<file path="config.mk">
export PLATFORM = sky130hd
export DESIGN_NAME = clkgen_ser_ctrl
export DESIGN_NICKNAME = d
export VERILOG_FILES = /design/src/rtl/clkgen_ser_pkg.sv /design/src/rtl/clkgen_ser_sync.sv /design/src/rtl/clkgen_ser_bank.sv /design/src/rtl/clkgen_ser_engine.sv /design/src/rtl/clkgen_ser_ctrl.sv
export SDC_FILE = /design/constraint.sdc
export NUM_CORES = 1
export LEC_CHECK = 0
export BUFFER_PORTS_ARGS = -buffer_cell sky130_fd_sc_hd__buf_2
export CAP_MARGIN = 25
export CORE_UTILIZATION = 65
export DETAILED_ROUTE_END_ITERATION = 7
export GPL_ROUTABILITY_DRIVEN = 1
export GPL_TIMING_DRIVEN = 1
export PLACE_DENSITY = 0.83
export SLEW_MARGIN = 20
export SYNTH_ARGS = -nofsm -noshare
export SYNTH_HDL_FRONTEND = slang
export SYNTH_HIERARCHICAL = 1
export SYNTH_SLANG_ARGS = --single-unit
</file>
<file path="constraint.sdc">
create_clock -name clk -period 5.45 [get_ports clk]
set_clock_uncertainty 0.05 [all_clocks]
set_input_delay 0.545 -clock clk [delete_from_list [all_inputs] [get_ports clk]]
set_output_delay 0.545 -clock clk [all_outputs]
set_load 0.02 [all_outputs]
</file>
<file path="src/rtl/clkgen_ser_pkg.sv">
package clkgen_ser_pkg;
  typedef enum logic [2:0] {
    ST_IDLE,
    ST_ADDR,
    ST_ADDR_ACK,
    ST_RX,
    ST_RX_ACK,
    ST_TX,
    ST_TX_ACK
  } ser_state_t;
endpackage

</file>
<file path="src/rtl/clkgen_ser_sync.sv">
module clkgen_ser_sync #(
  parameter int STAGES = 2
) (
  input  logic clk,
  input  logic rst_n,
  input  logic scl_i,
  input  logic sda_i,
  output logic sda_s,
  output logic start_det,
  output logic stop_det,
  output logic scl_rise,
  output logic scl_fall
);
  logic [STAGES-1:0] scl_pipe, sda_pipe;
  logic scl_q, sda_q, scl_s;

  // both lines idle high, so reset to 1
  always_ff @(posedge clk or negedge rst_n) begin
    if (!rst_n) begin
      scl_pipe <= '1;
      sda_pipe <= '1;
      scl_q    <= 1'b1;
      sda_q    <= 1'b1;
    end else begin
      scl_pipe <= {scl_pipe[STAGES-2:0], scl_i};
      sda_pipe <= {sda_pipe[STAGES-2:0], sda_i};
      scl_q    <= scl_s;
      sda_q    <= sda_s;
    end
  end

  assign scl_s     = scl_pipe[STAGES-1];
  assign sda_s     = sda_pipe[STAGES-1];
  assign start_det = scl_s & scl_q & sda_q & ~sda_s;
  assign stop_det  = scl_s & scl_q & ~sda_q & sda_s;
  assign scl_rise  = scl_s & ~scl_q;
  assign scl_fall  = ~scl_s & scl_q;
endmodule

</file>
<file path="src/rtl/clkgen_ser_bank.sv">
module clkgen_ser_bank #(
  parameter int NUM_REGS = 8,
  parameter int IW       = 4
) (
  input  logic          clk,
  input  logic          rst_n,
  input  logic          we,
  input  logic [IW-1:0] idx,
  input  logic [7:0]    wdata,
  output logic [7:0]    rdata,
  output logic [7:0]    reg0
);
  logic [7:0] mem [NUM_REGS];

  for (genvar g = 0; g < NUM_REGS; g++) begin : g_reg
    logic hit;
    assign hit = we && (idx == IW'(g));
    always_ff @(posedge clk or negedge rst_n) begin
      if (!rst_n)   mem[g] <= 8'h00;
      else if (hit) mem[g] <= wdata;
    end
  end

  // indices past the bank read as all ones
  always_comb begin
    rdata = 8'hFF;
    for (int i = 0; i < NUM_REGS; i++)
      if (idx == IW'(i)) rdata = mem[i];
  end

  assign reg0 = mem[0];
endmodule

</file>
<file path="src/rtl/clkgen_ser_engine.sv">
module clkgen_ser_engine
  import clkgen_ser_pkg::*;
#(
  parameter logic [6:0] DEV_ADDR = 7'h69,
  parameter int         NUM_REGS = 8,
  parameter int         IW       = 4
) (
  input  logic          clk,
  input  logic          rst_n,
  input  logic          sda_s,
  input  logic          start_det,
  input  logic          stop_det,
  input  logic          scl_rise,
  input  logic          scl_fall,
  input  logic [7:0]    rdata,
  output logic          sda_oe,
  output logic          reg_we,
  output logic [IW-1:0] reg_idx,
  output logic [7:0]    wdata
);
  localparam logic [IW-1:0] IDX_END = IW'(NUM_REGS);

  ser_state_t st, st_n;
  logic [3:0]    bcnt, bcnt_n;
  logic [7:0]    sh, sh_n;
  logic [1:0]    skip, skip_n;
  logic [IW-1:0] idx, idx_n;
  logic          oe, oe_n, rw, rw_n;

  always_comb begin
    st_n = st; bcnt_n = bcnt; sh_n = sh; skip_n = skip;
    idx_n = idx; oe_n = oe; rw_n = rw; reg_we = 1'b0;
    if (start_det) begin
      st_n = ST_ADDR; bcnt_n = '0; oe_n = 1'b0; idx_n = '0; skip_n = '0;
    end else if (stop_det) begin
      st_n = ST_IDLE; oe_n = 1'b0;
    end else begin
      unique case (st)
        ST_ADDR: begin
          if (scl_rise) begin
            sh_n = {sh[6:0], sda_s}; bcnt_n = bcnt + 4'd1;
          end else if (scl_fall && bcnt == 4'd8) begin
            if (sh[7:1] == DEV_ADDR) begin
              oe_n = 1'b1; rw_n = sh[0]; st_n = ST_ADDR_ACK;
            end else begin
              st_n = ST_IDLE;
            end
          end
        end
        ST_ADDR_ACK: if (scl_fall) begin
          bcnt_n = '0;
          if (rw) begin
            sh_n = rdata; oe_n = ~rdata[7]; st_n = ST_TX;
          end else begin
            oe_n = 1'b0; st_n = ST_RX;
          end
        end
        ST_RX: begin
          if (scl_rise) begin
            sh_n = {sh[6:0], sda_s}; bcnt_n = bcnt + 4'd1;
          end else if (scl_fall && bcnt == 4'd8) begin
            oe_n = 1'b1; st_n = ST_RX_ACK;
            if (skip != 2'd2) skip_n = skip + 2'd1;
            else begin
              reg_we = 1'b1;
              if (idx != IDX_END) idx_n = idx + 1'b1;
            end
          end
        end
        ST_RX_ACK: if (scl_fall) begin
          oe_n = 1'b0; bcnt_n = '0; st_n = ST_RX;
        end
        ST_TX: if (scl_fall) begin
          if (bcnt == 4'd7) begin
            oe_n = 1'b0; st_n = ST_TX_ACK;
            if (idx != IDX_END) idx_n = idx + 1'b1;
          end else begin
            sh_n = {sh[6:0], 1'b0}; oe_n = ~sh[6]; bcnt_n = bcnt + 4'd1;
          end
        end
        ST_TX_ACK: begin
          if (scl_rise && sda_s) st_n = ST_IDLE;   // master NACK
          else if (scl_fall) begin
            sh_n = rdata; oe_n = ~rdata[7]; bcnt_n = '0; st_n = ST_TX;
          end
        end
        default: ;
      endcase
    end
  end

  always_ff @(posedge clk or negedge rst_n) begin
    if (!rst_n) begin
      st <= ST_IDLE; bcnt <= '0; sh <= '0; skip <= '0;
      idx <= '0; oe <= 1'b0; rw <= 1'b0;
    end else begin
      st <= st_n; bcnt <= bcnt_n; sh <= sh_n; skip <= skip_n;
      idx <= idx_n; oe <= oe_n; rw <= rw_n;
    end
  end

  assign sda_oe  = oe;
  assign reg_idx = idx;
  assign wdata   = sh;
endmodule

</file>
<file path="src/rtl/clkgen_ser_ctrl.sv">
module clkgen_ser_ctrl #(
  parameter logic [6:0] DEV_ADDR = 7'h69,
  parameter int         NUM_REGS = 8
) (
  input  logic       clk,
  input  logic       rst_n,
  input  logic       scl_i,
  input  logic       sda_i,
  output logic       sda_oe,
  input  logic [2:0] hw_fsel,
  output logic [2:0] fsel_o,
  output logic       spread_narrow_o,
  output logic       spread_down_o,
  output logic       spread_en_o,
  output logic       outputs_off_o
);
  localparam int IW = $clog2(NUM_REGS + 1);

  logic          rst_q1, rst_q2;
  logic          sda_s, start_det, stop_det, scl_rise, scl_fall;
  logic          reg_we;
  logic [IW-1:0] reg_idx;
  logic [7:0]    wdata, rdata, reg0;

  // assert asynchronously, release on the clock
  always_ff @(posedge clk or negedge rst_n) begin
    if (!rst_n) begin
      rst_q1 <= 1'b0; rst_q2 <= 1'b0;
    end else begin
      rst_q1 <= 1'b1; rst_q2 <= rst_q1;
    end
  end

  clkgen_ser_sync #(.STAGES(2)) u_sync (
    .clk(clk), .rst_n(rst_q2), .scl_i(scl_i), .sda_i(sda_i), .sda_s(sda_s),
    .start_det(start_det), .stop_det(stop_det),
    .scl_rise(scl_rise), .scl_fall(scl_fall));

  clkgen_ser_engine #(.DEV_ADDR(DEV_ADDR), .NUM_REGS(NUM_REGS), .IW(IW)) u_eng (
    .clk(clk), .rst_n(rst_q2), .sda_s(sda_s), .start_det(start_det),
    .stop_det(stop_det), .scl_rise(scl_rise), .scl_fall(scl_fall),
    .rdata(rdata), .sda_oe(sda_oe), .reg_we(reg_we), .reg_idx(reg_idx),
    .wdata(wdata));

  clkgen_ser_bank #(.NUM_REGS(NUM_REGS), .IW(IW)) u_bank (
    .clk(clk), .rst_n(rst_q2), .we(reg_we), .idx(reg_idx),
    .wdata(wdata), .rdata(rdata), .reg0(reg0));

  assign fsel_o          = reg0[3] ? reg0[6:4] : hw_fsel;
  assign spread_narrow_o = reg0[7];
  assign spread_down_o   = reg0[2];
  assign spread_en_o     = reg0[1];
  assign outputs_off_o   = reg0[0];
endmodule

</file>
==> implementation parameters <==
Parameter                              Value

Placement
  Final Wtd Congestion    0.857
  Placed cell count    512
  HPWL after DPL    6600 um
  Setup WS pre-CTS    2.05 ns
  Count of buffers inserted at the top-level ports    14

Die
  DIE WIDTH    90.2 um
  Core footprint    0.00737 mm2
  Count of pins on the block boundary    15
  Floorplan die area    0.00814 mm2
  Die height    90.2 um
  Cell row count    31
  Initial cell density of the core    0.687

Setup path
  Endpoint of the worst register-to-register path    u_bank/mem[36]
  Slack of the worst reg-to-reg path    1.96 ns
  Worst endpoint required time    5.66 ns
  CP max-delay cell    nor3_1
  Critical path depth in cells    7
  Start point of the critical path    u_sync/scl_q
  Worst Path Arrival    3.70 ns
  Capturing element type of the critical path    register
  Max Fanout on Critical Path    9
  Worst path buffer plus inverter count    0
  FF-to-FF Start    u_sync/scl_q
  Type of origin of the critical path    register
  Ordered cell list for the critical path    and2b_2 > and4b_1 > nand4_1 > nor3_1 > nor3b_4 > nor2b_1 > mux2_2
  R2r worst-path depth    7
  Destination of the critical timing path    u_bank/mem[36]
  Max incr delay on CP    0.63 ns
  Setup CP Type    reg -> reg
  Top delay family on crit path    simple AND/OR/NAND/NOR gates

Yosys
  Library cell with the largest summed area after synthesis    dfrtp_1
  Sequential element share of the synthesized area    0.471
  Net count after synthesis    437
  Total number of yosys warnings    6
  Area of the mapped netlist    0.00506 mm2
  Fraction of synthesis flops using an asynchronous set or reset pin    1.00
  Most area-consuming cells after synthesis    dfrtp_1 (44%), mux2_2 (15%), mux2i_1 (5.5%), dfstp_2 (3.1%), mux2_4 (2.4%)
  Synth Flop Type    dfrtp_1
  Synth Register Bits    95
  Instance count of the mapped netlist    425
  Number of enable flip-flop cells after synthesis    0
  Area share of the largest cell type after synthesis    0.440
  Count of cell types in the netlist    65
  Average size of a mapped cell    11.9 um2

Power and ir drop
  Leakage component of the power    2.41 nW
  Power density normalized to cell area    310 mW/mm2
  Max rail drop VDD    224 uV

STA
  Ratio of final minimum period to clock period    0.641
  Min cycle time layout    3.49 ns
  Final setup fails    0
  Final Max Slew Viols    0
  Relative slew margins    0.382
  Transition time at the pin with the least slew margin    0.915 ns
  Setup repair after global routing missed its margin    no
  Maximum operating frequency    286 MHz
  Final hold viol count    0
  Final critical-path setup slack    1.96 ns
  Hold_ws    0.199 ns
  Final TNS setup    0 ns

Drt
  DR vias/cell    6.33
  DRC    0
  Routed length per instance    19.3 um
  Routed via count    3350
  Post-Route WL    10200 um
  Initial drt markers    214
  Initial DRT Pass Iterations    5
  Count of nets left with antenna violations after detail routing    0

Clocking
  TritonCTS Buffers    9
  Bufs on Longest Clock Path    2
  CTS Hold Bufs    1
  Number of gates resized after cts    0
  Root Buffer Master    clkbuf_8
  Clock tree from TritonCTS    done
  Post-CTS repair timing setup buffer count    0
  Level count of the clock H-tree    3
  Clock slew at reported path FFs    0.10 ns
  Clk_lat worst skew    0.37 ns
  Clock sinks    95

Layout
  Final cell count without fillers    529
  Fillcell total    510
  N_diodes    0
  Share of final-layout standard cells stronger than drive strength 1    0.328
  Area grow syn2layout    5.22%
  # nets final    437

GRT
  Number of antenna violations at the first check in global routing    0
  Vias in the first global route    3248
  Total routing resource utilization after global routing    0.264
  GRT overflow    0
  Maximum number of pins on one net before global-route repair    66
  Wire length of the first global-routing pass    16900 um

Run status
  Run status    finished, final reports clean

Hold path
  Class of the worst hold path    reg -> async

Flow run
  Max-cap violations    0
-- worst min path at each step --
stage	startpoint	slack [ns]	end	depth (start not counted)
2_1_floorplan	rst_n	0.20	rst_q1	0
3_3_place_gp	rst_q2	0.20	u_eng/st[0]	0
3_5_place_dp	rst_q2	0.22	u_eng/st[0]	0
4_1_cts	sda_i	0.20	u_sync/sda_pipe[0]	1
5_1_grt	scl_i	0.20	u_sync/scl_pipe[0]	1
6_report	rst_q2	0.20	u_eng/st[0]	0
-- per-layer routing --
| metal | up-vias | global-route usage | wire (um) |
|---|---|---|---|
| li1 | 1543 | - | - |
| met5 | - | 0 | 0 |
| met1 | 1695 | 0.398 | 4910 |
| met3 | 10 | 0.0457 | 507 |
| met2 | 102 | 0.394 | 4680 |
| met4 | 0 | 0.0726 | 98 |
-- cells by family after synthesis --
logic type	count (synthesis)	synth area share
other cells	1	0.000741
xor+xnor	4	0.00692
flops	95	0.471
simple gates	102	0.129
compound gates	74	0.102
fa+ha+maj	6	0.0143
buf+inv	39	0.0455
mux	104	0.230
-- power breakdown --
group	internal, mW	total [mW]	switching [mW]
clock	0.265	0.528	0.263
combinational	0.101	0.222	0.121
sequential	0.758	0.899	0.142
-- through the flow --
step / utilization / power (mW) / instance area, um2
floorplan: - / 1.04 / 5060
global placement: 0.690 / 1.11 / 5090
detailed placement: 0.690 / 1.12 / 5090
CTS: 0.722 / 1.65 / 5320
global route: 0.722 / 1.73 / 5320
finish: 0.722 / 1.65 / 5320
-- layout make-up --
class | count | area (um2) | area share
sequential | 95 | 2390 | 0.449
clock inverter | 7 | 103 | 0.0193
multi-input combinational | 291 | 2440 | 0.459
inverter | 10 | 37.5 | 0.00705
clock buffer | 9 | 124 | 0.0233
timing repair buffer | 18 | 103 | 0.0193
tap | 99 | 124 | 0.0233
-- Yosys cell counts, types with 6 or more instances --
cell,count
inv_1,10
o21ai_0,14
nor2_1,21
a21oi_1,15
dfrtp_1,89
nand2_1,16
buf_2,10
a22oi_1,12
nand2b_1,7
mux2i_1,28
mux2_2,68
o2bb2ai_1,6
buf_4,13
mux2_4,8
nor2b_1,8
dfstp_2,6
-- state kept, by name, summed over array words and instances (netlist names) --
signal,count
rst_q2,1
u_bank/reg0,8
u_eng/st,3
u_sync/sda_q,1
rst_q1,1
u_bank/mem,56
u_sync/scl_q,1
u_sync/sda_pipe,2
u_eng/bcnt,4
u_eng/sda_oe,1
u_eng/reg_idx,4
u_eng/skip,2
u_eng/rw,1
u_eng/wdata,8
u_sync/scl_pipe,2
-- placed cells by master, fill, tap and decap left out, types with 9 or more instances in the layout --
master	n
clkbuf_8	9
nor2_1	21
o21ai_0	14
nand2_1	16
mux2i_1	28
dfrtp_1	88
a22oi_1	12
mux2_2	68
a21oi_1	15
buf_2	14
inv_1	10
No activity file was read; power rests on OpenSTA's default activity.
